File: config.mk
export PLATFORM = sky130hd
export DESIGN_NAME = txfmt_top
export DESIGN_NICKNAME = d
export VERILOG_FILES = /design/src/rtl/txfmt_pkg.sv /design/src/rtl/txfmt_seq.sv /design/src/rtl/txfmt_scram.sv /design/src/rtl/txfmt_top.sv
export SDC_FILE = /design/constraint.sdc
export NUM_CORES = 1
export LEC_CHECK = 0
export BUFFER_PORTS_ARGS = -buffer_cell sky130_fd_sc_hd__buf_2
export CAP_MARGIN = 10
export CORE_MARGIN = 1
export CORE_UTILIZATION = 40
export CTS_CLUSTER_SIZE = 28
export DETAILED_ROUTE_END_ITERATION = 7
export PLACE_DENSITY = 0.67
export SETUP_SLACK_MARGIN = 0.02
export SYNTH_ARGS = -nofsm -noshare
export SYNTH_HDL_FRONTEND = slang
export SYNTH_SLANG_ARGS = --single-unit
File: constraint.sdc
create_clock -name clk -period 2.5 [get_ports clk]
set_clock_uncertainty 0.15 [all_clocks]
set_input_delay 0.375 -clock clk [delete_from_list [all_inputs] [get_ports clk]]
set_output_delay 0.375 -clock clk [all_outputs]
set_load 0.1 [all_outputs]
File: src/rtl/txfmt_pkg.sv
package txfmt_pkg;

    localparam int unsigned BYTE_W     = 8;
    localparam int unsigned PN_STAGES  = 5;
    localparam int unsigned PN_CHIPS   = (1 << PN_STAGES) - 1;
    localparam int unsigned WORD_BITS  = PN_CHIPS + 1;
    localparam int unsigned WORD_BYTES = WORD_BITS / BYTE_W;
    localparam int unsigned LANE_W     = $clog2(WORD_BYTES);

    typedef enum logic [1:0] {
        CLS_PRE  = 2'd0,
        CLS_HDR  = 2'd1,
        CLS_DATA = 2'd2,
        CLS_PAR  = 2'd3
    } byte_class_e;

    typedef struct packed {
        logic [BYTE_W-1:0] data;
        logic              valid;
        logic              sof;
        byte_class_e       cls;
    } tx_beat_t;

    // Chip k of the recurrence lands on bit WORD_BITS-1-k; the last bit is a zero pad.
    // taps[i] selects chip n-PN_STAGES+i in the sum that forms chip n.
    function automatic logic [WORD_BITS-1:0] pn_word(input logic [PN_STAGES-1:0] taps,
                                                     input logic [PN_STAGES-1:0] seed);
        logic [PN_CHIPS-1:0] c;
        logic [WORD_BITS-1:0] w;
        c = '0;
        w = '0;
        for (int n = 0; n < PN_CHIPS; n++) begin
            if (n < PN_STAGES) c[n] = seed[PN_STAGES-1-n];
            else               c[n] = ^(taps & c[n-PN_STAGES +: PN_STAGES]);
        end
        for (int k = 0; k < PN_CHIPS; k++) w[WORD_BITS-1-k] = c[k];
        return w;
    endfunction

endpackage

File: src/rtl/txfmt_seq.sv
module txfmt_seq
    import txfmt_pkg::*;
#(
    parameter int unsigned N_DATA = 239,
    parameter int unsigned N_PAR  = 16
) (
    input  logic              clk,
    input  logic              rst_n,
    input  logic              in_valid_i,
    output byte_class_e       cls_o,
    output logic              advance_o,
    output logic              sof_o,
    output logic              in_ready_o,
    output logic              par_rd_o,
    output logic [LANE_W-1:0] lane_o,
    output logic [LANE_W-1:0] pre_idx_o
);

    localparam int unsigned HDR_POS   = WORD_BYTES;
    localparam int unsigned DATA_LO   = HDR_POS + 1;
    localparam int unsigned PAR_LO    = DATA_LO + N_DATA;
    localparam int unsigned FRAME_LEN = PAR_LO + N_PAR;
    localparam int unsigned POS_W     = $clog2(FRAME_LEN);

    typedef struct packed {
        logic [POS_W-1:0]  pos;
        logic [LANE_W-1:0] lane;
    } seq_st_t;

    localparam seq_st_t ST_RST = '{pos: '0, lane: '0};

    seq_st_t st_d, st_q;

    always_comb begin
        st_d = st_q;

        if (st_q.pos < POS_W'(HDR_POS))       cls_o = CLS_PRE;
        else if (st_q.pos == POS_W'(HDR_POS)) cls_o = CLS_HDR;
        else if (st_q.pos < POS_W'(PAR_LO))   cls_o = CLS_DATA;
        else                                  cls_o = CLS_PAR;

        advance_o  = (cls_o != CLS_DATA) || in_valid_i;
        sof_o      = (st_q.pos == '0);
        in_ready_o = (cls_o == CLS_DATA);
        par_rd_o   = (cls_o == CLS_PAR);
        lane_o     = (cls_o == CLS_HDR) ? '0 : st_q.lane;
        pre_idx_o  = st_q.pos[LANE_W-1:0];

        if (advance_o) begin
            st_d.pos = (st_q.pos == POS_W'(FRAME_LEN - 1)) ? '0 : st_q.pos + POS_W'(1);
            if (cls_o != CLS_PRE) st_d.lane = lane_o + LANE_W'(1);
        end
    end

    always_ff @(posedge clk or negedge rst_n) begin
        if (!rst_n) st_q <= ST_RST;
        else        st_q <= st_d;
    end

endmodule

File: src/rtl/txfmt_scram.sv
module txfmt_scram
    import txfmt_pkg::*;
#(
    parameter logic [WORD_BITS-1:0] PRE_WORD = '0,
    parameter logic [WORD_BITS-1:0] SCR_WORD = '0,
    parameter logic [BYTE_W-1:0]    HDR_VAL  = '0
) (
    input  byte_class_e       cls_i,
    input  logic [LANE_W-1:0] lane_i,
    input  logic [LANE_W-1:0] pre_idx_i,
    input  logic [BYTE_W-1:0] in_data_i,
    input  logic [BYTE_W-1:0] par_data_i,
    output logic [BYTE_W-1:0] byte_o
);

    logic [BYTE_W-1:0] pre_b [WORD_BYTES];
    logic [BYTE_W-1:0] scr_b [WORD_BYTES];

    for (genvar k = 0; k < WORD_BYTES; k++) begin : g_lane
        assign pre_b[k] = PRE_WORD[WORD_BITS-1-BYTE_W*k -: BYTE_W];
        assign scr_b[k] = SCR_WORD[WORD_BITS-1-BYTE_W*k -: BYTE_W];
    end

    logic [BYTE_W-1:0] plain;
    logic [BYTE_W-1:0] mask;

    always_comb begin
        mask = scr_b[lane_i];
        unique case (cls_i)
            CLS_PRE:  plain = pre_b[pre_idx_i];
            CLS_HDR:  plain = HDR_VAL;
            CLS_DATA: plain = in_data_i;
            CLS_PAR:  plain = par_data_i;
            default:  plain = '0;
        endcase
        byte_o = (cls_i == CLS_PRE) ? plain : (plain ^ mask);
    end

endmodule

File: src/rtl/txfmt_top.sv
module txfmt_top
    import txfmt_pkg::*;
#(
    parameter int unsigned          N_DATA   = 239,
    parameter int unsigned          N_PAR    = 16,
    parameter logic [BYTE_W-1:0]    HDR_VAL  = 8'h00,
    parameter logic [PN_STAGES-1:0] PRE_TAPS = 5'b00101,
    parameter logic [PN_STAGES-1:0] SCR_TAPS = 5'b11101,
    parameter logic [PN_STAGES-1:0] PN_SEED  = 5'b11111
) (
    input  logic        clk,
    input  logic        rst_n,
    input  logic [7:0]  in_data,
    input  logic        in_valid,
    output logic        in_ready,
    input  logic [7:0]  par_data,
    output logic        par_rd,
    output logic [7:0]  tx_data,
    output logic        tx_valid,
    output logic        tx_sof,
    output logic [1:0]  tx_class
);

    localparam logic [WORD_BITS-1:0] PRE_WORD = pn_word(PRE_TAPS, PN_SEED);
    localparam logic [WORD_BITS-1:0] SCR_WORD = pn_word(SCR_TAPS, PN_SEED);
    localparam tx_beat_t BEAT_RST = '{data: '0, valid: 1'b0, sof: 1'b0, cls: CLS_PRE};

    byte_class_e       cls;
    logic              advance;
    logic              sof;
    logic [LANE_W-1:0] lane;
    logic [LANE_W-1:0] pre_idx;
    logic [BYTE_W-1:0] byte_out;

    txfmt_seq #(
        .N_DATA (N_DATA),
        .N_PAR  (N_PAR)
    ) u_seq (
        .clk        (clk),
        .rst_n      (rst_n),
        .in_valid_i (in_valid),
        .cls_o      (cls),
        .advance_o  (advance),
        .sof_o      (sof),
        .in_ready_o (in_ready),
        .par_rd_o   (par_rd),
        .lane_o     (lane),
        .pre_idx_o  (pre_idx)
    );

    txfmt_scram #(
        .PRE_WORD (PRE_WORD),
        .SCR_WORD (SCR_WORD),
        .HDR_VAL  (HDR_VAL)
    ) u_scram (
        .cls_i      (cls),
        .lane_i     (lane),
        .pre_idx_i  (pre_idx),
        .in_data_i  (in_data),
        .par_data_i (par_data),
        .byte_o     (byte_out)
    );

    tx_beat_t beat_d, beat_q;

    always_comb begin
        beat_d       = beat_q;
        beat_d.valid = advance;
        beat_d.sof   = sof && advance;
        beat_d.cls   = cls;
        beat_d.data  = byte_out;
    end

    always_ff @(posedge clk or negedge rst_n) begin
        if (!rst_n) beat_q <= BEAT_RST;
        else        beat_q <= beat_d;
    end

    assign tx_data  = beat_q.data;
    assign tx_valid = beat_q.valid;
    assign tx_sof   = beat_q.sof;
    assign tx_class = beat_q.cls;

endmodule

==> results of run 1 <==
[layout make-up]
class / instances / area, sq um
clock buffer: 4 / 26.3
fill: 338 / 1560
inverter: 8 / 33.8
multi-input combinational: 115 / 853
sequential: 23 / 576
tap: 46 / 57.6
timing repair buffer: 49 / 305
[placed cells by master (no fill, tap or decap), types with 2 or more instances in the layout]
cell type	synthesis	layout
a211oi_2	2	2
ha_2	0	2
nor2_1	7	7
nand3_1	5	5
buf_4	0	16
nand2b_1	2	2
nor3b_1	2	2
mux2_2	2	2
a31oi_1	3	3
a311o_1	2	2
mux2i_1	4	4
o22ai_1	2	2
clkbuf_4	0	3
a22oi_1	2	2
nor3_1	3	2
dfrtp_1	23	23
a211oi_1	3	3
mux2_1	3	3
o211ai_1	2	2
xor2_1	5	5
buf_2	3	31
o21ai_0	10	10
inv_1	8	6
nand2_1	13	12
a21boi_1	2	2
nand3b_1	3	3
ha_1	6	4
nand4_1	3	3
a21oi_1	10	9
and3_1	2	2
[kinds of logic after synthesis]
group                      Yosys count  synth area share [%]
adders and majority gates            6                  5.13
buffers and inverters               15                  4.11
muxes                                9                  6.59
AOI/OAI and AO/OA                   46                  22.2
xor gates and xnor gates             6                  3.59
DFF                                 23                  39.3
and+or+nand+nor                     48                  19.1
[cell usage after synthesis, drive strengths merged (3+ instances only)]
library cell,instances
dfrtp,23
nand2,13
a21oi,11
o21ai,11
inv,8
nor2,8
ha,6
nand3,6
a211oi,5
mux2,5
xor2,5
a31oi,4
clkbuf,4
mux2i,4
buf,3
nand3b,3
nand4,3
nor3,3
[repair_timing]
action                                  in CTS  in global routing
buffers inserted                             1                  0
endpoints found under the setup margin       1                  4
hold endpoints to repair                    23                  0
gates resized for setup                      0                  6
hold buffers                                 1                  0
cloned                                       0                  0
[path summary, 6_finish.rpt]
check	from	to
worst min-delay path	in_data[2]	tx_data[2]$_DFF_PN0_
max in group asynchronous	rst_n	tx_valid$_DFF_PN0_
min in group asynchronous	rst_n	tx_data[4]$_DFF_PN0_
worst min register to register	u_seq.st_q[9]$_DFFE_PN0P_	u_seq.st_q[9]$_DFFE_PN0P_
worst max-delay path	u_seq.pre_idx_o[0]$_DFFE_PN0P_	tx_data[0]$_DFF_PN0_
worst max register to register	u_seq.pre_idx_o[0]$_DFFE_PN0P_	tx_data[0]$_DFF_PN0_
[power by group through the flow]
stage | sequential [mW] | combinational [mW] | clock, mW
CTS | 0.608 | 1.80 | 0.180
finish | 0.610 | 1.82 | 0.171
detailed placement | 0.624 | 1.78 | 0
global route | 0.628 | 1.95 | 0.195
floorplan | 1.18 | 0.785 | 0
global placement | 0.612 | 1.75 | 0
[registers in the layout (all words and copies together) (netlist names)]
| name | count |
|---|---|
| u_seq.st_q | 9 |
| tx_data | 8 |
| tx_class | 2 |
| u_seq.pre_idx_o | 2 |
| tx_sof | 1 |
| tx_valid | 1 |
[per-layer routing]
layer | track usage, % | share of wire [%]
met2 | 37.5 | 52
met1 | 26.1 | 42
met5 | 0 | 0
met3 | 2.92 | 5.0
met4 | 5.52 | 0.72
[through the flow]
| stage | instances | hold slack, ns | area (sq um) | utilization [%] | setup slack, ns |
|---|---|---|---|---|---|
| 6_report | 245 | 0.154 | 1850 | 54.2 | 0.126 |
| 5_1_grt | 245 | 0.178 | 1850 | 54.2 | 0.0282 |
| 4_1_cts | 245 | 0.139 | 1840 | 53.8 | 0.0234 |
| 3_5_place_dp | 239 | 0.235 | 1790 | 52.5 | 0.0362 |
| 3_3_place_gp | 239 | 0.226 | 1790 | 52.5 | 0.162 |
| 2_1_floorplan | 153 | -0.0706 | 1490 | - | -0.128 |
[worst reg2reg max path, delay by kind of cell (launching register included)]
| kind | cells | cell delay, ns |
|---|---|---|
| adders and majority gates | 2 | 0.38 |
| buffers and inverters | 1 | 0.09 |
| and+or+nand+nor | 4 | 0.85 |
| AOI/OAI and AO/OA | 2 | 0.45 |
| DFF | 1 | 0.40 |
==> summary.txt, run 1 <==
Outcome
  – Status: complete, no violations

Synthesis
  – Top cell type's share of synthesized area: 39.3%
  – Netlist cell types: 45
  – Syn Nets: 178
  – Post-synthesis sequential area ratio: 39.3%
  – Top cells by area, synth: dfrtp_1, ha_1, a21oi_1
  – Most common flop cell mapped by yosys: dfrtp_1
  – Cells after Synth: 153
  – Synth warn: 0
  – EDFF count, synth: 0
  – Mean area per synthesized cell: 9.56 sq um
  – Synth area leader: dfrtp_1
  – Fraction of registers with async set/reset: 100%
  – Seq cells post-synth: 23
  – Mapped Area: 1460 sq um

Floorplan
  – Starting Density: 42.8%
  – Die area: 3900 sq um
  – Die H: 62.5 microns
  – I/O Pins: 33
  – Die Wd: 62.5 microns
  – Row cnt: 21
  – Core area: 3420 sq um

Global route
  – Number of global-route vias before repair: 1413
  – Initial antenna violation count: 0
  – Gr usage total: 20.9%
  – Global-route wire length before repair: 6.53 mm
  – Largest net degree at the start of global routing: 24
  – Grt total ovfl: 0

Layout
  – Synthesis-to-finish area growth: 26.6%
  – Share of cells above drive strength 1: 34.7%
  – ANT cells: 0
  – Nets: 225

Placement
  – Final HPWL from detailed placement: 2.82 mm
  – GP Congestion: 0.945
  – PortBufs: 32

Pwr
  – Clk pwr share: 6.6%
  – Comb pwr share: 70.0%
  – Net Sw Frac: 57.0%
  – Power Internal: 1.12 mW
  – Psw: 1.48 mW
  – Tot Pwr: 2.60 mW
  – Pwr dens: 1400 nW/um^2
  – Lkg Pwr: 0.841 nW
  – Register share of total power: 23.4%
  – Max VDD drop: 0.000387 V

Clock tree
  – CTS clk-pin slew, worst paths: 0.11 ns
  – H-tree levels: 1
  – Root Driver: clkbuf_4
  – CTS Sinks: 23
  – Clock latency on the worst-skew pair: 0.31 ns
  – CTS buffer count: 3
  – CTS tree: built
  – Clock tree buffer depth: 2

STA
  – Fmax: 421 MHz
  – Final Critical Period: 2.37 ns
  – Worst-margin pin slew: 0.538 ns
  – Slew headroom: 64.1%
  – Period utilization: 95.0%
  – Slew Limit Fails: 0
  – Unrepaired setup endpoints after global routing: no
  – Setup-failing EPs final: 0
  – Final Hold Fails: 0
  – Setup TNS: 0 ns

Critical path
  – CP arrival: 2.47 ns
  – CP endpoint kind: register
  – CP cell instances: inv_1 -> ha_2 -> or4bb_1 -> or2_4 -> nand2_1 -> ha_2 -> o21ai_0 -> a311o_1 -> nand3_1
  – Critical path class: register to register
  – R2R Setup Slk: 0.13 ns
  – Cell repeated most along the worst path: ha_2
  – R2R cell count: 9
  – CP Max Fanout: 4
  – Worst Path Buf+Inv: 1
  – CP Launch Type: register
  – CP peak stage delay: 0.42 ns
  – Worst EP required: 2.59 ns
  – Slowest-stage cell, CP: or4bb_1
  – CP delay by family, top: simple AND/OR/NAND/NOR gates
  – CP Depth: 9

Detailed routing
  – Drt pass-1 iters: 4
  – Remaining routing DRC violations: 0
  – Final WL: 3.77 mm
  – Routed length per instance: 15.4 microns
  – Drt first-iter violations: 91
  – Vias/cell: 5.54
  – Routed via count: 1358
  – Final ANT Viol Nets: 0

Min path
  – HP Class: input pin to register
  – Hold Crit Depth: 3

Run
  – Max_cap viols: 0
Note: power is estimated with default switching activity, not from simulation.
==> run 2, diff against run 1 <==
--- a/config.mk
+++ b/config.mk
@@ -9,10 +9,12 @@
 export CAP_MARGIN = 10
 export CORE_MARGIN = 1
 export CORE_UTILIZATION = 40
+export CTS_BUF_LIST = sky130_fd_sc_hd__clkbuf_8
 export CTS_CLUSTER_SIZE = 28
 export DETAILED_ROUTE_END_ITERATION = 7
 export PLACE_DENSITY = 0.67
-export SETUP_SLACK_MARGIN = 0.02
+export SETUP_SLACK_MARGIN = 0.05
+export SLEW_MARGIN = 5
 export SYNTH_ARGS = -nofsm -noshare
 export SYNTH_HDL_FRONTEND = slang
 export SYNTH_SLANG_ARGS = --single-unit
==> run 2 against run 1 <==
Register-to-register slack improved by 0.02 ns. Global-route usage rose by 0.23 points. Sequential share of layout area shrank 0.37 points. Core utilization up 0.66 points. Routed wire length grew 0.80%. Critical path depth unchanged. Sequential power rose by 0.7%. Setup slack better by 0.016 ns. Clock-buffer cell count decreased by 1. Final cell count is the same. First-iteration DRC count grew 33%. Cell area grew 1.2%. Largest power group unchanged.
==> summary.txt, run 2 (synthesis gave the netlist of run 1 again) <==
Clock tree
  – H-tree levels: 1 (unchanged)
  – Clock latency on the worst-skew pair: 0.26 ns (-0.05 ns)
  – CTS buffer count: 3 (unchanged)
  – CTS tree: built
  – CTS Sinks: 23 (unchanged)
  – CTS clk-pin slew, worst paths: 0.08 ns (-0.03 ns)
  – Clock tree buffer depth: 2 (unchanged)
  – Root Driver: clkbuf_8

Pwr
  – Clk pwr share: 8.4% (+1.8 points)
  – Power Internal: 1.17 mW (+4.7%)
  – Pwr dens: 1420 nW/um^2 (+1.2%)
  – Net Sw Frac: 56.0% (-0.95 points)
  – Lkg Pwr: 0.852 nW (+1.3%)
  – Comb pwr share: 68.5% (-1.5 points)
  – Max VDD drop: 0.000393 V (+1.6%)
  – Psw: 1.49 mW (+0.77%)
  – Tot Pwr: 2.67 mW (+2.5%)
  – Register share of total power: 23.0% (-0.4 points)

Critical path
  – CP endpoint kind: register
  – Critical path class: register to register
  – CP peak stage delay: 0.42 ns (about the same)
  – CP arrival: 2.40 ns (-0.07 ns)
  – CP cell instances: inv_2 -> ha_2 -> or4bb_1 -> or2_4 -> nand2_1 -> ha_2 -> o21ai_0 -> a311o_1 -> nand3_1
  – Worst r2r dst: tx_data[0]$_DFF_PN0_
  – Worst EP required: 2.55 ns (-0.04 ns)
  – Reg-to-reg startpoint: u_seq.pre_idx_o[1]$_DFFE_PN0P_
  – R2R Setup Slk: 0.14 ns (+0.02 ns)
  – CP Launch Type: register
  – Crit path from: u_seq.pre_idx_o[1]$_DFFE_PN0P_
  – R2R cell count: 9 (unchanged)
  – CP delay by family, top: simple AND/OR/NAND/NOR gates
  – Slowest-stage cell, CP: or4bb_1
  – Worst Path Buf+Inv: 1 (unchanged)
  – CP Max Fanout: 4 (unchanged)
  – Cell repeated most along the worst path: ha_2

Floorplan
  – Starting Density: 42.8% (unchanged)
  – Die area: 3900 sq um (unchanged)
  – I/O Pins: 33 (unchanged)
  – Core area: 3420 sq um (unchanged)
  – Die Wd: 62.5 microns (unchanged)
  – Die H: 62.5 microns (unchanged)
  – Row cnt: 21 (unchanged)

Detailed routing
  – Remaining routing DRC violations: 0 (unchanged)
  – Final ANT Viol Nets: 0 (unchanged)
  – Routed via count: 1361 (+0.22%)
  – Routed length per instance: 15.5 microns (+0.80%)
  – Vias/cell: 5.56 (+0.22%)
  – Final WL: 3.80 mm (+0.80%)
  – Drt first-iter violations: 121 (+33%)
  – Drt pass-1 iters: 4 (unchanged)

Layout
  – Fin cells: 245 (unchanged)
  – Nets: 225 (unchanged)
  – Most frequent cells in the layout: buf_2, dfrtp_1, buf_4
  – ANT cells: 0 (unchanged)
  – Largest Register: u_seq.st_q
  – Synthesis-to-finish area growth: 28.1%
  – Layout Utilization: 54.9% (+0.66 points)
  – Share of cells above drive strength 1: 35.7% (+1.0 points)
  – Final instance area: 1870 sq um (+1.2%)
  – Number of flip-flops in the largest register: 9 (unchanged)
  – Most common cell after layout, fill and taps aside: buf_2

STA
  – Slew headroom: 64.3% (+0.11 points)
  – Unrepaired setup endpoints after global routing: no
  – Final Critical Period: 2.36 ns (-0.0156 ns)
  – Final Hold Fails: 0 (unchanged)
  – Period utilization: 94.3% (-0.62 points)
  – Setup-failing EPs final: 0 (unchanged)
  – Slew Limit Fails: 0 (unchanged)
  – Setup TNS: 0 ns (unchanged)
  – Fmax: 424 MHz (+0.66%)
  – Worst-margin pin slew: 0.536 ns (-0.00167 ns)

Global route
  – Gr usage total: 21.2% (+0.23 points)
  – Number of global-route vias before repair: 1426 (+0.92%)
  – Initial antenna violation count: 0 (unchanged)
  – Largest net degree at the start of global routing: 24 (unchanged)
  – Global-route wire length before repair: 6.57 mm (+0.63%)
  – Grt total ovfl: 0 (unchanged)

Placement
  – GP Congestion: 0.945 (unchanged)
  – Final HPWL from detailed placement: 2.82 mm (unchanged)
  – Placed inst area: 1790 sq um (unchanged)
  – DP Cell Count: 239 (unchanged)
  – PortBufs: 32 (unchanged)

Run
  – Max_cap viols: 0 (unchanged)

Outcome
  – Status: complete, no violations

Min path
  – Min-delay src: in_data[2]
  – Min-Delay Endpoint: tx_data[2]$_DFF_PN0_
  – HP Class: input pin to register
  – Hold Crit Depth: 3 (unchanged)
## run 2: power groups by stage
stage               Combinational (mW)  Sequential, mW  Clock, mW
global placement                  1.75           0.612          0
CTS                               1.81           0.609      0.234
floorplan                        0.785            1.18          0
detailed placement                1.78           0.624          0
finish                            1.83           0.614      0.225
global route                      1.96           0.630      0.251
## run 2: metrics by stage
stage          hold WS [ns]  setup slack, ns
6_report              0.205            0.142
5_1_grt               0.239           0.0516
4_1_cts               0.195           0.0817
3_5_place_dp          0.235           0.0362
3_3_place_gp          0.226            0.162
2_1_floorplan       -0.0706           -0.128
## run 2: how the worst max path moves through the flow
stage / endpoint / slack (ns) / cells past startpoint
finish: tx_data[0]$_DFF_PN0_ / 0.14 / 9
global route: tx_data[3]$_DFF_PN0_ / 0.05 / 10
CTS: tx_data[0]$_DFF_PN0_ / 0.08 / 9
detailed placement: tx_data[0]$_DFF_PN0_ / 0.04 / 9
global placement: tx_data[0]$_DFF_PN0_ / 0.16 / 9
floorplan: in_ready / -0.13 / 6
## run 2: area by class of cell
| class | instances | area (sq um) |
|---|---|---|
| fillers | 331 | 1540 |
| multi-input cells | 115 | 857 |
| flip-flops and latches | 23 | 576 |
| repair buffers | 49 | 305 |
| well taps | 46 | 57.6 |
| clock buffers | 3 | 41.3 |
| inverters | 8 | 33.8 |
| clock inverters | 1 | 3.75 |
## run 2: repair_timing
item                                    4_1_cts  5_1_grt
resized for setup                             1        8
hold buffers                                  1        0
hold endpoints to repair                     23        0
pin swaps                                     0        1
buffers inserted                              1        0
endpoints found under the setup margin        2        4
## run 2: worst reg2reg max path, cell delays in order, from the launching register on
cell and delay [ns]:
dfrtp_1 0.39, inv_2 0.08, ha_2 0.19, or4bb_1 0.42, or2_4 0.27, nand2_1 0.10, ha_2 0.18, o21ai_0 0.12
a311o_1 0.33, nand3_1 0.06
## run 2: per-layer routing
metal  global-route usage, %  vias to the layer above  wire (microns)
met5                       0                        -               0
li1                        -                      654               -
met1                    26.0                      667            1570
met3                    3.47                        2             186
met2                    37.8                       38            2020
met4                    6.10                        0              19
